$ cat src/rtl/usb_ep_alloc_pkg.sv
package usb_ep_alloc_pkg;

  typedef struct packed {
    logic [3:0] size;
    logic       dbl;
    logic       dir;
    logic       iso;
    logic       en;
  } ep_cfg_t;

  function automatic logic [10:0] pkt_bytes(input logic [3:0] code, input logic iso);
    logic [10:0] b;
    if (!iso) begin
      case (code)
        4'd0:    b = 11'd8;
        4'd1:    b = 11'd16;
        4'd2:    b = 11'd32;
        default: b = 11'd64;
      endcase
    end else begin
      case (code)
        4'd0:    b = 11'd16;
        4'd1:    b = 11'd32;
        4'd2:    b = 11'd48;
        4'd3:    b = 11'd64;
        4'd4:    b = 11'd96;
        4'd5:    b = 11'd128;
        4'd6:    b = 11'd160;
        4'd7:    b = 11'd192;
        4'd8:    b = 11'd256;
        4'd9:    b = 11'd320;
        4'd10:   b = 11'd384;
        4'd11:   b = 11'd512;
        4'd12:   b = 11'd640;
        4'd13:   b = 11'd768;
        4'd14:   b = 11'd896;
        default: b = 11'd1023;
      endcase
    end
    return b;
  endfunction

  function automatic logic [11:0] slot_bytes(input ep_cfg_t c);
    logic [11:0] p;
    p = {1'b0, pkt_bytes(c.size, c.iso)};
    if (!c.en) return 12'd0;
    return c.dbl ? (p << 1) : p;
  endfunction

  function automatic logic [6:0] layout_key(input ep_cfg_t c);
    return c.en ? {1'b1, c.iso, c.dbl, c.size} : 7'd0;
  endfunction

endpackage

$ cat src/rtl/ep_cfg_regs.sv
module ep_cfg_regs
  import usb_ep_alloc_pkg::*;
#(
  parameter int NUM_CFG   = 14,
  parameter int SUM_W     = 16,
  parameter int EP0_BYTES = 64,
  localparam int NEP  = NUM_CFG + 2,
  localparam int EP_W = $clog2(NUM_CFG + 2)
) (
  input  logic                 clk,
  input  logic                 rst,
  input  logic                 wr_en,
  input  logic [EP_W-1:0]      wr_ep,
  input  logic [7:0]           wr_data,
  output logic [NEP*SUM_W-1:0] len_flat,
  output logic [NUM_CFG-1:0]   dir_cfg,
  output logic                 layout_chg
);

  logic [NUM_CFG-1:0][7:0] cfg_q;
  logic [NUM_CFG-1:0]      hit;
  logic [NUM_CFG-1:0]      chg_vec;

  always_comb begin
    for (int i = 0; i < NUM_CFG; i++) begin
      hit[i]     = wr_en && (wr_ep == EP_W'(i + 1));
      chg_vec[i] = hit[i] && (layout_key(ep_cfg_t'(wr_data)) != layout_key(ep_cfg_t'(cfg_q[i])));
    end
  end

  assign layout_chg = |chg_vec;

  always_ff @(posedge clk) begin
    if (rst) begin
      cfg_q <= '0;
    end else begin
      for (int i = 0; i < NUM_CFG; i++)
        if (hit[i]) cfg_q[i] <= wr_data;
    end
  end

  assign len_flat[0 +: SUM_W]     = SUM_W'(EP0_BYTES);
  assign len_flat[SUM_W +: SUM_W] = SUM_W'(EP0_BYTES);

  genvar g;
  generate
    for (g = 0; g < NUM_CFG; g++) begin : g_ep
      ep_cfg_t c;
      assign c = ep_cfg_t'(cfg_q[g]);
      assign len_flat[(g + 2)*SUM_W +: SUM_W] = SUM_W'(slot_bytes(c));
      assign dir_cfg[g] = c.dir;
    end
  endgenerate

  AST_IGNORE_WRITE: assert property (@(posedge clk) disable iff (rst)
    wr_en && (wr_ep == '0 || wr_ep > EP_W'(NUM_CFG)) |=> $stable(cfg_q));

endmodule

$ cat src/rtl/ep_layout_seq.sv
module ep_layout_seq #(
  parameter int NEP      = 16,
  parameter int SUM_W    = 16,
  parameter int CAPACITY = 2462,
  localparam int IDX_W = $clog2(NEP)
) (
  input  logic                 clk,
  input  logic                 rst,
  input  logic                 start,
  input  logic [NEP*SUM_W-1:0] len_flat,
  output logic [NEP*SUM_W-1:0] base_flat,
  output logic                 busy,
  output logic                 overflow
);

  logic [NEP-1:0][SUM_W-1:0] base_q;
  logic [IDX_W-1:0]          idx;
  logic [SUM_W-1:0]          acc;
  logic [SUM_W-1:0]          acc_next;
  logic                      last;
  logic                      step_done;

  assign acc_next  = acc + len_flat[idx*SUM_W +: SUM_W];
  assign last      = (idx == IDX_W'(NEP - 1));
  assign step_done = busy && last && !start;

  always_ff @(posedge clk) begin
    if (rst) begin
      busy     <= 1'b1;
      idx      <= '0;
      acc      <= '0;
      base_q   <= '0;
      overflow <= 1'b0;
    end else if (start) begin
      busy <= 1'b1;
      idx  <= '0;
      acc  <= '0;
    end else if (busy) begin
      base_q[idx] <= acc;
      acc         <= acc_next;
      idx         <= idx + 1'b1;
      if (last) begin
        busy     <= 1'b0;
        overflow <= (acc_next > SUM_W'(CAPACITY));
      end
    end
  end

  assign base_flat = base_q;

  AST_BUSY_ENDS: assert property (@(posedge clk) disable iff (rst)
    step_done |=> !busy);
  AST_START_BUSY: assert property (@(posedge clk) disable iff (rst)
    start |=> busy && idx == '0);

endmodule

$ cat src/rtl/ep_valid_track.sv
module ep_valid_track #(
  parameter int NEP = 16
) (
  input  logic           clk,
  input  logic           rst,
  input  logic           clr,
  input  logic           busy,
  input  logic [NEP-1:0] set,
  input  logic [NEP-1:0] len_nz,
  output logic [NEP-1:0] valid
);

  logic [NEP-1:0] set_ok;
  assign set_ok = set & len_nz & {NEP{!busy}};

  always_ff @(posedge clk) begin
    if (rst)      valid <= '0;
    else if (clr) valid <= '0;
    else          valid <= valid | set_ok;
  end

  AST_CLEAR_ALL: assert property (@(posedge clk) disable iff (rst)
    clr |=> valid == '0);
  AST_NO_FILL_BUSY: assert property (@(posedge clk) disable iff (rst)
    busy && !clr |=> valid == $past(valid));

endmodule

$ cat src/rtl/usb_ep_alloc.sv
module usb_ep_alloc
  import usb_ep_alloc_pkg::*;
#(
  parameter int NUM_CFG   = 14,
  parameter int SUM_W     = 16,
  parameter int EP0_BYTES = 64,
  parameter int CAPACITY  = 2462,
  localparam int NEP  = NUM_CFG + 2,
  localparam int EP_W = $clog2(NUM_CFG + 2)
) (
  input  logic                 clk,
  input  logic                 rst,
  input  logic                 cfg_we,
  input  logic [EP_W-1:0]      cfg_ep,
  input  logic [7:0]           cfg_wdata,
  input  logic [NEP-1:0]       fill_set,
  output logic [NEP*SUM_W-1:0] base_o,
  output logic [NEP*SUM_W-1:0] len_o,
  output logic [NEP-1:0]       dir_o,
  output logic [NEP-1:0]       valid_o,
  output logic                 busy_o,
  output logic                 overflow_o
);

  logic               layout_chg;
  logic [NUM_CFG-1:0] dir_cfg;
  logic [NEP-1:0]     len_nz;
  logic [SUM_W-1:0]   end_addr;

  ep_cfg_regs #(.NUM_CFG(NUM_CFG), .SUM_W(SUM_W), .EP0_BYTES(EP0_BYTES)) u_cfg (
    .clk(clk), .rst(rst), .wr_en(cfg_we), .wr_ep(cfg_ep), .wr_data(cfg_wdata),
    .len_flat(len_o), .dir_cfg(dir_cfg), .layout_chg(layout_chg)
  );

  ep_layout_seq #(.NEP(NEP), .SUM_W(SUM_W), .CAPACITY(CAPACITY)) u_seq (
    .clk(clk), .rst(rst), .start(layout_chg), .len_flat(len_o),
    .base_flat(base_o), .busy(busy_o), .overflow(overflow_o)
  );

  genvar g;
  generate
    for (g = 0; g < NEP; g++) begin : g_nz
      assign len_nz[g] = |len_o[g*SUM_W +: SUM_W];
      AST_NO_EMPTY_VALID: assert property (@(posedge clk) disable iff (rst)
        valid_o[g] |-> len_nz[g]);
    end
    for (g = 0; g < NEP - 1; g++) begin : g_chain
      AST_PACKED_CHAIN: assert property (@(posedge clk) disable iff (rst)
        !busy_o |-> base_o[(g + 1)*SUM_W +: SUM_W] ==
                    base_o[g*SUM_W +: SUM_W] + len_o[g*SUM_W +: SUM_W]);
    end
  endgenerate

  ep_valid_track #(.NEP(NEP)) u_valid (
    .clk(clk), .rst(rst), .clr(layout_chg), .busy(busy_o),
    .set(fill_set), .len_nz(len_nz), .valid(valid_o)
  );

  assign dir_o    = {dir_cfg, 1'b1, 1'b0};
  assign end_addr = base_o[(NEP - 1)*SUM_W +: SUM_W] + len_o[(NEP - 1)*SUM_W +: SUM_W];

  AST_EP0_FIXED: assert property (@(posedge clk) disable iff (rst)
    len_o[0 +: SUM_W] == SUM_W'(EP0_BYTES) && len_o[SUM_W +: SUM_W] == SUM_W'(EP0_BYTES));
  AST_EP0_BASES: assert property (@(posedge clk) disable iff (rst)
    !busy_o |-> base_o[0 +: SUM_W] == '0 && base_o[SUM_W +: SUM_W] == SUM_W'(EP0_BYTES));
  AST_NO_OVERFLOW: assert property (@(posedge clk) disable iff (rst)
    !busy_o |-> overflow_o == (end_addr > SUM_W'(CAPACITY)));
  AST_CHANGE_BUSY: assert property (@(posedge clk) disable iff (rst)
    layout_chg |=> busy_o);

endmodule

$ cat config.mk
export PLATFORM = sky130hd
export DESIGN_NAME = usb_ep_alloc
export DESIGN_NICKNAME = d
export VERILOG_FILES = /design/src/rtl/usb_ep_alloc_pkg.sv /design/src/rtl/ep_cfg_regs.sv /design/src/rtl/ep_layout_seq.sv /design/src/rtl/ep_valid_track.sv /design/src/rtl/usb_ep_alloc.sv
export SDC_FILE = /design/constraint.sdc
export NUM_CORES = 1
export LEC_CHECK = 0
export BUFFER_PORTS_ARGS = -buffer_cell sky130_fd_sc_hd__buf_4
export CAP_MARGIN = 0
export CORE_MARGIN = 2
export CORE_UTILIZATION = 38
export CTS_BUF_LIST = sky130_fd_sc_hd__clkbuf_8 sky130_fd_sc_hd__clkbuf_16
export DETAILED_ROUTE_END_ITERATION = 10
export PLACE_DENSITY = 0.6
export SETUP_SLACK_MARGIN = 0.5
export SYNTH_ARGS = -nofsm -noshare
export SYNTH_HDL_FRONTEND = slang
export SYNTH_SLANG_ARGS = --single-unit
$ cat constraint.sdc
create_clock -name clk -period 7.05 [get_ports clk]
set_input_delay 0.705 -clock clk [delete_from_list [all_inputs] [get_ports clk]]
set_output_delay 0.705 -clock clk [all_outputs]
set_load 0.05 [all_outputs]
=== After elaboration in Yosys (flattened, before gate mapping) ===
Memory sizes are Yosys's and may differ from the RTL's. A register that Yosys moved wholly into a read port is not among the register bits.
Index checks and enable logic that the tools add are counted.

* ROM bits: 2,240
* Word-level logic and storage cells: 282
* Memories kept: 14
* Output and inout port bits: 546
* Input port bits: 31
* Register bits: 406

{| class="wikitable"
|+ Memories
! name !! words !! bits a word !! rd ports !! clocked after Yosys merged registers in !! write ports !! line !! RTL
|-
| (name not given) || 16 || 10 || 1 || 1 || 0 || usb_ep_alloc_pkg.sv:21 || <nowiki>case (code)</nowiki>
|-
| (name not given) || 16 || 10 || 1 || 1 || 0 || usb_ep_alloc_pkg.sv:21 ||
|-
| (name not given) || 16 || 10 || 1 || 1 || 0 || usb_ep_alloc_pkg.sv:21 ||
|-
| (name not given) || 16 || 10 || 1 || 1 || 0 || usb_ep_alloc_pkg.sv:21 ||
|-
| (name not given) || 16 || 10 || 1 || 1 || 0 || usb_ep_alloc_pkg.sv:21 ||
|-
| (name not given) || 16 || 10 || 1 || 1 || 0 || usb_ep_alloc_pkg.sv:21 ||
|-
| +8 memories || n/a || n/a || n/a || n/a || n/a || n/a ||
|}

* Order comparisons: 3
* $add $sub $neg: 2
* Shift-type cells: 1
* Reduce and logical (&&, ||, !) cells: 62
* Bitwise gates (word level): 4
* Multiplexer cells: 104
* Equal/unequal tests: 57

{| class="wikitable"
|+ Operators with widths
! kind !! number
|-
| $mux W12 || 28
|-
| $pmux W7 S3 || 14
|-
| $bwmux W256 || 1
|-
| $shiftx A256 B9 Y16 || 1
|-
| $reduce_or A12 Y1 || 14
|-
| $mux W11 || 14
|-
| $mux W4 || 28
|-
| $mux W7 || 15
|-
| $ne A7 B7 Y1 || 14
|-
| $demux W16 S4 || 1
|-
| $eq A4 B2 Y1 const B || 16
|-
| $eq A4 B1 Y1 const B || 15
|-
| $logic_not A4 Y1 || 14
|-
| $and A16 B16 Y16 || 2
|-
| $eq A4 B4 Y1 const B || 8
|-
| $logic_and A1 B1 Y1 || 29
|-
| $add A16 B16 Y16 || 1
|-
| $eq A4 B3 Y1 const B || 4
|-
| $gt A16 B12 Y1 const B || 1
|-
| $mux W16 || 1
|-
| $or A16 B16 Y16 || 1
|-
| $reduce_or A15 Y1 || 1
|-
| $reduce_or A14 Y1 || 1
|-
| $lt A4 B5 Y1 const B || 1
|-
| other kinds (7) || 8
|}

=== Logic depth before layout (Yosys ltp) ===
Gate-level depths: netlist of run 1.

* Depth after elaboration: 9
* Mapped depth: 18
* Gate-level depth less buffers: 17

=== Cells and area by module ===
Synthesis of run 1 repeated with hierarchy kept, for this count alone.

* Cell total of the unflattened synthesis: 3,492
* Area, all modules: 28,098.2 sq um

{| class="wikitable"
|+ Modules (own cells, without submodules)
! module !! sequential area each (sq um) !! cells an instance !! area each (sq um) !! times used
|-
| ep_cfg_regs || 4,204.0 || 1,898 || 14,461.4 || 1
|-
| ep_layout_seq || 5,565.3 || 1,459 || 12,509.5 || 1
|-
| ep_valid_track || 320.3 || 51 || 604.3 || 1
|-
| usb_ep_alloc || 0.0 || 84 || 523.0 || 1
|}

=== Worst setup path after synthesis of run 1 ===
Ideal clock, no wire load.

* Path type: reg2reg
* From: register u_cfg.cfg_q, in the netlist u_cfg.g_ep[3].c[1]
* To: register u_seq.overflow
* Clock period less this slack: 5.445 ns
* Path slack: 1.605 ns
* Stages on the path, launching flop included: 16
* Path buffers: 1
* Arrival: 5.359 ns
* Library setup time: 0.086 ns
* Path through: dfxtp_1 clkbuf_1 or4_1 o41ai_1 mux4_2 mux2i_1 a21oi_1 ha_1 o21a_1 a21o_1 a2111oi_0 nor3_1 nand3b_1 o2111ai_1 a32oi_1 a211oi_1

* Word-level cells in the longest chain between the ends: 6

{| class="wikitable"
|+ RTL lines
! what !! line !! RTL
|-
| from (decl) || ep_cfg_regs.sv:20 || <nowiki>logic [NUM_CFG-1:0][7:0] cfg_q;</nowiki>
|-
| from (signal, indexed assignment) || ep_cfg_regs.sv:38 || <nowiki>if (hit[i]) cfg_q[i] <= wr_data;</nowiki>
|-
| $mux W11 || usb_ep_alloc_pkg.sv:13 || <nowiki>if (!iso) begin</nowiki>
|-
| $mux W12 (2 in a row) || usb_ep_alloc_pkg.sv:47 || <nowiki>return c.dbl ? (p << 1) : p;</nowiki>
|-
| named net len_o[83] || usb_ep_alloc.sv:18 || <nowiki>output logic [NEP*SUM_W-1:0] len_o,</nowiki>
|-
| $shiftx A256 B9 Y16 || ep_layout_seq.sv:23 || <nowiki>assign acc_next = acc + len_flat[idx*SUM_W +: SUM_W];</nowiki>
|-
| $add A16 B16 Y16 || ep_layout_seq.sv:23 ||
|-
| $gt A16 B12 Y1 || ep_layout_seq.sv:44 || <nowiki>overflow <= (acc_next > SUM_W'(CAPACITY));</nowiki>
|-
| to (signal assigned) || ep_layout_seq.sv:44 ||
|-
| to (decl) || ep_layout_seq.sv:13 || <nowiki>output logic overflow</nowiki>
|}

The timed path passes the listed nets, and every way through them passes these cells.
A chain may end at the register's enable or synchronous reset.

=== Worst setup path after layout of run 1 ===
* From: register u_cfg.cfg_q, in the netlist u_cfg.g_ep[3].c[1]
* To: register u_seq.overflow

* Word-level cells in the longest chain between the ends: 6

{| class="wikitable"
|+ RTL lines
! what !! line
|-
| $mux W11 or $mux W7 (tied branches) || usb_ep_alloc_pkg.sv:13, usb_ep_alloc_pkg.sv:51
|-
| $mux W12 or $ne A7 B7 Y1 (tied branches) || usb_ep_alloc_pkg.sv:47, ep_cfg_regs.sv:27
|-
| $mux W12 or $logic_and A1 B1 Y1 (tied branches) || usb_ep_alloc_pkg.sv:47, ep_cfg_regs.sv:27
|-
| $shiftx A256 B9 Y16 or $reduce_or A14 Y1 (tied branches) || ep_layout_seq.sv:23, ep_cfg_regs.sv:31
|-
| $add A16 B16 Y16 or $not A1 Y1 (tied branches) || n/a
|-
| $gt A16 B12 Y1 or $reduce_and A3 Y1 (tied branches) || n/a
|}

Several ways; a longest one is shown, not always the timed one.

==> results.txt, run 1 <==
The finished cells cover 0.0334 mm^2. The number of antenna violations at the first check in global routing came out at 1. The proportion of register bits with asynchronous set or reset after synthesis came out at 0%. The total number of clock tree sinks is 504. The overall die area is 0.0763 mm^2. The final weighted congestion of routability-driven global placement came out at 0.919.

The flow ran to the end, and the final reports show no timing, DRC or antenna violations. Global routing finished with a remaining overflow of 0. The xor-xnor portion of the synthesized cell area is 1.62%.

After global routing, the most crowded layer is met2. The total of warnings raised by yosys came out at 0. The total power is 0.00667 W. The final worst clock skew is 54.7 ps.

In this run, distinct cell masters in the synthesized netlist total 85. STA classifies the critical path startpoint as a register. The post-synthesis share of cell area spent on and, or, nand and nor gates is 19.8%. The achievable frequency came out at 188 MHz.

Once the floorplan was initialized, standard cells occupied 38.5% of the core. The endpoint identified for the worst register-to-register timing path is u_seq.overflow. The startpoint identified for the worst register-to-register timing path is u_cfg.g_ep[3].c[1]. On the critical path, the stage with the largest delay is an instance of sky130_fd_sc_hd__o41ai_1. The clock latency on the worst-skew pair is 650 ps. The logic depth of the worst register-to-register path is 14. From synthesis to final layout, the design area changed by 18.5%. In this run the worst path has a maximum fanout of 11. The final sum of negative setup slack is 0 ps. The depth of the CTS H-tree came out at 2.

The count of unresolved DRC violations after routing came out at 0. The adder-cell share of the synthesized area is 4.47%. The library cells used most frequently in the layout, excluding fill and tap cells, are sky130_fd_sc_hd__dfxtp_1, sky130_fd_sc_hd__buf_4, sky130_fd_sc_hd__mux2i_1. The die span in x came out at 276 um. The routed wirelength normalized by instance count came out at 21.5 um. STA classifies the critical path endpoint as a register. The register bit total from synthesis is 504. The global-route usage over all layers came out at 24.4%. In this run the count of I/O pins placed on the die edge is 577.

The static power due to leakage is 15.0 nW. The total number of placement rows came out at 99. The number of flops mapped to enable cells by yosys came out at 0. The combined area of all synthesized cells is 0.0282 mm^2. For this run, the slowest stage of the critical path takes 1100 ps. Cells with a size suffix above 1 make up 19.1% of the layout. The routed design has 97.4 mm of wire. The number of nets with antenna violations after routing came out at 0. The number of search-and-repair iterations in the first detailed-routing pass came out at 6. Setup repair after global routing left no endpoint under its margin.

The combined buffer and inverter count along the critical path came out at 0. The critical path data required time is 7600 ps. For hold timing, the worst endpoint is u_valid.valid[0]. The complex-gate fraction of the synthesized area came out at 14.1%. The net count reported at finish came out at 3,648. By area the synthesized netlist is led by sky130_fd_sc_hd__dfxtp_1, sky130_fd_sc_hd__mux2i_1, sky130_fd_sc_hd__nand2b_1.

The largest family of logic cells by synthesized area is simple AND/OR/NAND/NOR gates. The estimated wirelength of the detail-placed design is 71.6 mm. The share of the clock period used by the worst path came out at 75.6%. The met1 routing resource usage after global routing came out at 33.7%. The synthesized instance count came out at 3,238.

The worst voltage drop across the vdd grid came out at 0.176 mV. The number of hold buffers added after CTS was 0. The signal on the critical path passes through or4_1 -> o41ai_1 -> mux4_2 -> mux2i_1 -> a21oi_1 -> ha_1 -> o21a_1 -> a21o_1 -> a2111oi_0 -> nor3_1 -> nand3b_1 -> o2111ai_1 -> a32oi_1 -> a211oi_1.

TritonCTS built the clock tree. The final critical path time including I/O delays and setup is 5330 ps. The number of global-route vias before repair is 22,400.

Entering global routing, the biggest net connects 247 pins. The first global-routing pass estimated 145 mm of wire. The cell at the root of the clock tree is sky130_fd_sc_hd__clkbuf_16. The overall die height came out at 276 um. The global-route track usage on met2 came out at 36.9%. Data on the critical path arrives at its endpoint at 5880 ps. The met3 routing resource usage after global routing is 5.71%.

The max-slew violation total from the final report was 0. The number of setup violations in the final report came out at 0. The post-CTS setup repair buffer count came out at 0. Multiplexer cells account for 14.9% of the synthesized area. The clock-pin slew on the worst setup and hold paths came out at 60 ps. The count of routing violations after the opening detailed-route iteration came out at 2,297.

The area share of the leading cell type in the synthesized netlist came out at 35.8%. The power per cell area is 200 mW/mm^2. Once placement finished, the instance area stood at 0.0314 mm^2. The max-capacitance violation count came out at 0. The biggest area consumer among synthesized cells is sky130_fd_sc_hd__dfxtp_1.

The maximum count of clock buffers along a single path came out at 3. The worst-case register-to-register setup slack is 1720 ps. After detailed routing, the number of vias per cell comes to 5.39. For this run, the leading register cell type out of synthesis is sky130_fd_sc_hd__dfxtp_1. By startpoint and endpoint, the worst setup path is classified as register to register. The worst max-slew margin expressed relative to the limit came out at 8.17%. The final route contains 24,400 vias. The transition time at the pin with the least slew margin came out at 1360 ps.

The average size of a mapped cell came out at 8.69 um^2. The number of buffers added by the clock tree synthesis step came out at 57. The final hold violation count is 0. The tightest min-delay check is of the input port to register type. The kind of cell with the highest combined delay along the critical path is compound AO/OA/AOI/OAI gates. The number of stages on the worst hold path is 3. Input and output buffers added on the ports amount to 472. The floorplan step defined a core boundary enclosing 0.0732 mm^2. The share of synthesized area occupied by flip-flops and latches is 35.8%. Leaving out fill and tap cells, the most frequent cell in the layout is sky130_fd_sc_hd__dfxtp_1. The startpoint identified for the worst hold timing path is fill_set[0]. The number of gates resized after cts is 0.
==> cells by family (layout without fill, tap and decap cells) <==
family,count (synthesis),after routing
compound gates,621,621
xor+xnor,52,52
mux,383,383
fa+ha+maj,100,100
buf+inv,520,742
other cells,2,105
simple gates,1056,1056
flops,504,504
==> synth_stat cells, drive strengths merged (33+ instances only) <==
cell type,number
a21oi,179
a31oi,38
ha,99
nor2,229
clkbuf,179
buf,193
nand2,259
o21ai,153
nor2b,33
xnor2,34
dfxtp,504
inv,146
mux2i,345
nand2b,269
nand3,64
==> final cells by class <==
| type | instances | area, um^2 |
|---|---|---|
| Fill cell | 7114 | 39800 |
| Sequential cell | 504 | 10100 |
| Timing Repair Buffer | 490 | 3700 |
| Clock inverter | 33 | 370 |
| Antenna cell | 1 | 2.50 |
| Clock buffer | 71 | 1620 |
| Multi-Input combinational cell | 2316 | 15800 |
| Inverter | 148 | 556 |
| Tap cell | 959 | 1200 |
==> worst max path at each step <==
| stage | cells past startpoint | to | from |
|---|---|---|---|
| floorplan | 15 | u_seq.overflow | u_cfg.g_ep[3].c[1] |
| global placement | 14 | u_seq.overflow | u_cfg.g_ep[3].c[1] |
| detailed placement | 14 | u_seq.overflow | u_cfg.g_ep[3].c[1] |
| CTS | 14 | u_seq.overflow | u_cfg.g_ep[3].c[1] |
| global route | 14 | u_seq.overflow | u_cfg.g_ep[3].c[1] |
| finish | 14 | u_seq.overflow | u_cfg.g_ep[3].c[1] |
==> worst min-delay path: cells and delay by family <==
family | cells | cell delay, ps
buffers and inverters | 1 | 80
AO/OA/AOI/OAI | 1 | 50
AND/OR/NAND/NOR | 1 | 70
==> where the power goes <==
| part | internal [W] | switching [W] | total (W) |
|---|---|---|---|
| Sequential | 0.00288 | 0.0000414 | 0.00292 |
| Clock | 0.00181 | 0.00129 | 0.00311 |
| Combinational | 0.000183 | 0.000463 | 0.000646 |
==> metrics by stage <==
step	std cells	utilization, %	worst slack (ps)	hold slack [ps]
6_report	4522	45.6	1720	292
3_5_place_dp	4417	42.8	2040	439
2_1_floorplan	3340	-	1610	437
5_1_grt	4522	45.6	1530	303
4_1_cts	4521	45.6	1940	256
3_3_place_gp	4417	42.8	2000	441
==> routing by layer <==
layer,wire (um),vias up
li1,-,11600
met1,43400,11700
met2,42500,981
met3,7910,158
met4,3500,0
met5,0,-
Note: power is estimated with default switching activity, not from simulation.
==> run 2, diff against run 1 <==
--- a/config.mk
+++ b/config.mk
@@ -5,13 +5,14 @@
 export SDC_FILE = /design/constraint.sdc
 export NUM_CORES = 1
 export LEC_CHECK = 0
+export ABC_AREA = 1
 export BUFFER_PORTS_ARGS = -buffer_cell sky130_fd_sc_hd__buf_4
 export CAP_MARGIN = 0
 export CORE_MARGIN = 2
 export CORE_UTILIZATION = 38
 export CTS_BUF_LIST = sky130_fd_sc_hd__clkbuf_8 sky130_fd_sc_hd__clkbuf_16
 export DETAILED_ROUTE_END_ITERATION = 10
-export PLACE_DENSITY = 0.6
+export PLACE_DENSITY = 0.62
 export SETUP_SLACK_MARGIN = 0.5
 export SYNTH_ARGS = -nofsm -noshare
 export SYNTH_HDL_FRONTEND = slang
==> constraint.sdc (replaced) <==
create_clock -name clk -period 4.8 [get_ports clk]
set_input_delay 0.48 -clock clk [delete_from_list [all_inputs] [get_ports clk]]
set_output_delay 0.48 -clock clk [all_outputs]
set_load 0.05 [all_outputs]
==> run 2 against run 1 <==
Against the previous run: sequential power up 50%; count of clock-buffer cells in the layout down 2; via count up 16%; sequential share of layout area down 0.61 points; setup slack worse by 910 ps; die area up 0.94%.
==> results.txt, run 2 <==
The number of flops mapped to enable cells by yosys is 0 (unchanged). Among all flip-flop cells after synthesis, the most frequent one is sky130_fd_sc_hd__dfxtp_1. The power per cell area is 310 mW/mm^2 (+55%). The transition time at the pin with the least slew margin is 1090 ps (-266 ps). By area the synthesized netlist is led by sky130_fd_sc_hd__dfxtp_1, sky130_fd_sc_hd__nand2_1, sky130_fd_sc_hd__nor2_1. The number of vias after detailed routing came out at 28,300 (+16%). The post-CTS setup repair buffer count was 0 (unchanged). The critical path's top delay family is compound AO/OA/AOI/OAI gates.

The overall die height is 277 um (+0.47%). The library cell contributing the largest single delay on the critical path is sky130_fd_sc_hd__dfxtp_1. The fraction of layout instances using a drive strength above 1 came out at 14.6% (-4.6 points). The largest net degree at the start of global routing was 204 (-17%). The share of the clock period used by the worst path came out at 83.2% (+7.6 points). The final sum of negative setup slack is 0 ps (unchanged). The number of standard cells in the layout, taps in and fillers out is 5,831 (+29%). The critical path data required time came out at 5330 ps (-2270 ps). The count of unresolved DRC violations after routing was 0 (unchanged). The cell sitting at the root of the clock tree is a sky130_fd_sc_hd__clkbuf_16.

The core area was 0.0742 mm^2 (+1.4%). The startpoint-to-endpoint class of the critical path is register to register. The maximum count of clock buffers along a single path came out at 3 (unchanged). The biggest area consumer among synthesized cells is sky130_fd_sc_hd__dfxtp_1.

The most common library cell in the layout ignoring fill and taps is sky130_fd_sc_hd__nand2_1. The TritonCTS clock tree is built. Ranked by instance count, the synthesized netlist is headed by sky130_fd_sc_hd__nand2_1, sky130_fd_sc_hd__nor2_1, sky130_fd_sc_hd__inv_1. Among all cell types in the netlist, the one instantiated most often is sky130_fd_sc_hd__nand2_1. The post-place setup slack came out at 707 ps (-1340 ps). The worst voltage drop across the vdd grid was 0.261 mV (+48%). The first-pass GRT wire length is 155 mm (+7.0%). The number of nets with antenna violations after routing came out at 0 (unchanged). The final worst setup slack is 807 ps (-914 ps). The estimated wirelength of the detail-placed design is 76.1 mm (+6.2%). The register bit total from synthesis came out at 504 (unchanged). The average size of a mapped cell is 6.37 um^2 (-27%). The data arrival time of the worst path is 4520 ps (-1360 ps). The number of buffers added by the clock tree synthesis step is 58 (+1.8%). In the layout the commonest cells are sky130_fd_sc_hd__nand2_1, sky130_fd_sc_hd__nor2_1, sky130_fd_sc_hd__inv_1. The category of the worst setup path capture point is a register. The area share of the leading cell type in the synthesized netlist is 35.5% (-0.34 points). The type of origin of the critical path is a register. The largest incremental delay on the critical path came out at 520 ps (-580 ps). The worst max-slew margin expressed relative to the limit is 27.0% (+19 points). The global-route usage over all layers came to 26.1% (+1.7 points).

The final weighted congestion of routability-driven global placement is 0.967 (+5.2%). The share of synthesized area occupied by flip-flops and latches came out at 35.5% (-0.34 points). The number of library cell types mapped by synthesis came out at 49 (-42%). The synthesized instance count is 4,458 (+38%). The count of routing violations after the opening detailed-route iteration came out at 2,385 (+3.8%). The number of antenna violations at the first check in global routing came to 2 (+1).

The die span in x is 277 um (+0.47%). The critical path goes through inv_1 -> nor2_1 -> inv_1 -> o22ai_1 -> inv_1 -> o21ai_0 -> a21oi_1 -> nor3_2 -> ha_1 -> a21oi_1 -> nor2_1 -> o21bai_1 -> nand2_1 -> nand2_1 -> nand2_1 -> inv_1 -> nand2_1 -> nor2_1 -> nand2_1 -> nor2_1 -> nor2_1. The count of hold-fix buffers inserted at cts is 0 (unchanged). The area growth from synthesis to layout is 20.0%. The combined buffer and inverter count along the critical path was 4 (+4). The max-slew violation total from the final report was 0 (unchanged). The combined area of all synthesized cells came out at 0.0284 mm^2 (+0.95%). The count of buffers from port buffering came out at 472 (unchanged). The routed wirelength normalized by instance count came out at 18.1 um (-16%). The depth of the CTS H-tree came out at 2 (unchanged). The clock latency on the worst-skew pair is 650 ps (about the same). The detailed-route wire length came out at 105 mm (+8.2%). The static power due to leakage came out at 17.8 nW (+19%). The largest fanout of any net on the critical path is 12 (+1).

The achievable frequency is 250 MHz (+33%). The total number of clock tree sinks came out at 504 (unchanged). The overall die area came out at 0.0770 mm^2 (+0.94%). Setup repair after global routing left no endpoint under its margin. The utilization after layout is 45.9% (+0.38 points).

The number of global-route vias before repair came out at 25,000 (+12%). The routed via count divided by cell count came out at 4.85 (-10%). The number of gates resized after cts is 0 (unchanged). The total of warnings raised by yosys is 0 (unchanged).

The run finished with clean final reports. The final critical path time including I/O delays and setup is 3990 ps (-1340 ps). The max-capacitance violation count came to 0 (unchanged). The path class of the tightest hold or removal check is input port to register. The clock-pin slew on the worst setup and hold paths is 60 ps (about the same). The cell count after placement is 5,721 (+30%).

The net count reported at finish is 4,943 (+35%). The starting utilization of the core area is 38.3% (-0.15 points). The aggregate global routing overflow came to 0 (unchanged).

The total number of placement rows is 100 (+1.0%). The proportion of register bits with asynchronous set or reset after synthesis is 0% (unchanged). The number of setup violations in the final report is 0 (unchanged).

The worst-case hold slack is 85.1 ps (-207 ps). The final worst clock skew is 27.1 ps (-27.6 ps). The boundary pin count is 577 (unchanged).

The final hold violation count came to 0 (unchanged). The number of search-and-repair iterations in the first detailed-routing pass was 5 (-1).
==> run 2: cell count changes in the layout (fill, tap and decap cells not counted), sizes merged, moves of 75 or more <==
cell	previous run	this run
nor3	29	104
inv	160	562
nand2	259	1112
nor2	229	955
mux2i	345	0
nand2b	269	0
nand3	64	166
==> run 2: cell families after synthesis <==
logic type | after synthesis | share of synthesized area (%)
xor gates and xnor gates | 31 | 0.955
DFF | 504 | 35.5
adders and majority gates | 100 | 4.43
and+or+nand+nor | 2374 | 33.7
buffers and inverters | 904 | 14.6
AOI/OAI and AO/OA | 543 | 10.8
other | 2 | 0.0264
==> run 2: per-layer routing <==
| layer | wire length, um | up-vias | track usage [%] | share of wire (%) |
|---|---|---|---|---|
| li1 | - | 14300 | - | - |
| met1 | 45200 | 12600 | 34.3 | 43 |
| met2 | 47200 | 1158 | 42.1 | 45 |
| met3 | 9010 | 200 | 5.42 | 8.6 |
| met4 | 4000 | 0 | 9.67 | 3.8 |
| met5 | 0 | - | 0 | 0 |
==> run 2: tightest hold or removal path, delay by kind of cell <==
kind | cells | cell delay, ps
AO/OA/AOI/OAI | 1 | 50
AND/OR/NAND/NOR | 1 | 80
buffers and inverters | 1 | 80
==> run 2: path summary, 6_finish.rpt <==
path,start,to,slack [ps],depth (start not counted)
worst max-delay path,u_cfg.g_ep[6].c[0],u_seq.overflow,810,21
worst min-delay path,fill_set[0],u_valid.valid[0],90,3
worst max register to register,u_cfg.g_ep[6].c[0],u_seq.overflow,810,21
worst min register to register,u_valid.valid[2],u_valid.valid[2],470,2
==> run 2: layout make-up <==
type                            count  area, um^2
Clock buffer                       69        1600
Sequential cell                   504       10100
Multi-Input combinational cell   3152       14600
Antenna cell                        2        5.00
Inverter                          565        2130
Timing Repair Buffer              531        4020
Clock inverter                     39         430
Fill cell                        7732       40100
Tap cell                          969        1210
==> run 2: metrics by stage <==
| stage | power, W | area [um^2] |
|---|---|---|
| 2_1_floorplan | 0.00557 | 28800 |
| 3_3_place_gp | 0.00590 | 32000 |
| 3_5_place_dp | 0.00590 | 32000 |
| 4_1_cts | 0.0106 | 34100 |
| 5_1_grt | 0.0109 | 34100 |
| 6_report | 0.0106 | 34100 |
==> run 2: where the power goes <==
part           total [W]  switching (W)  internal (W)
clock            0.00472        0.00195       0.00277
sequential       0.00437      0.0000779       0.00429
combinational    0.00147        0.00112      0.000344
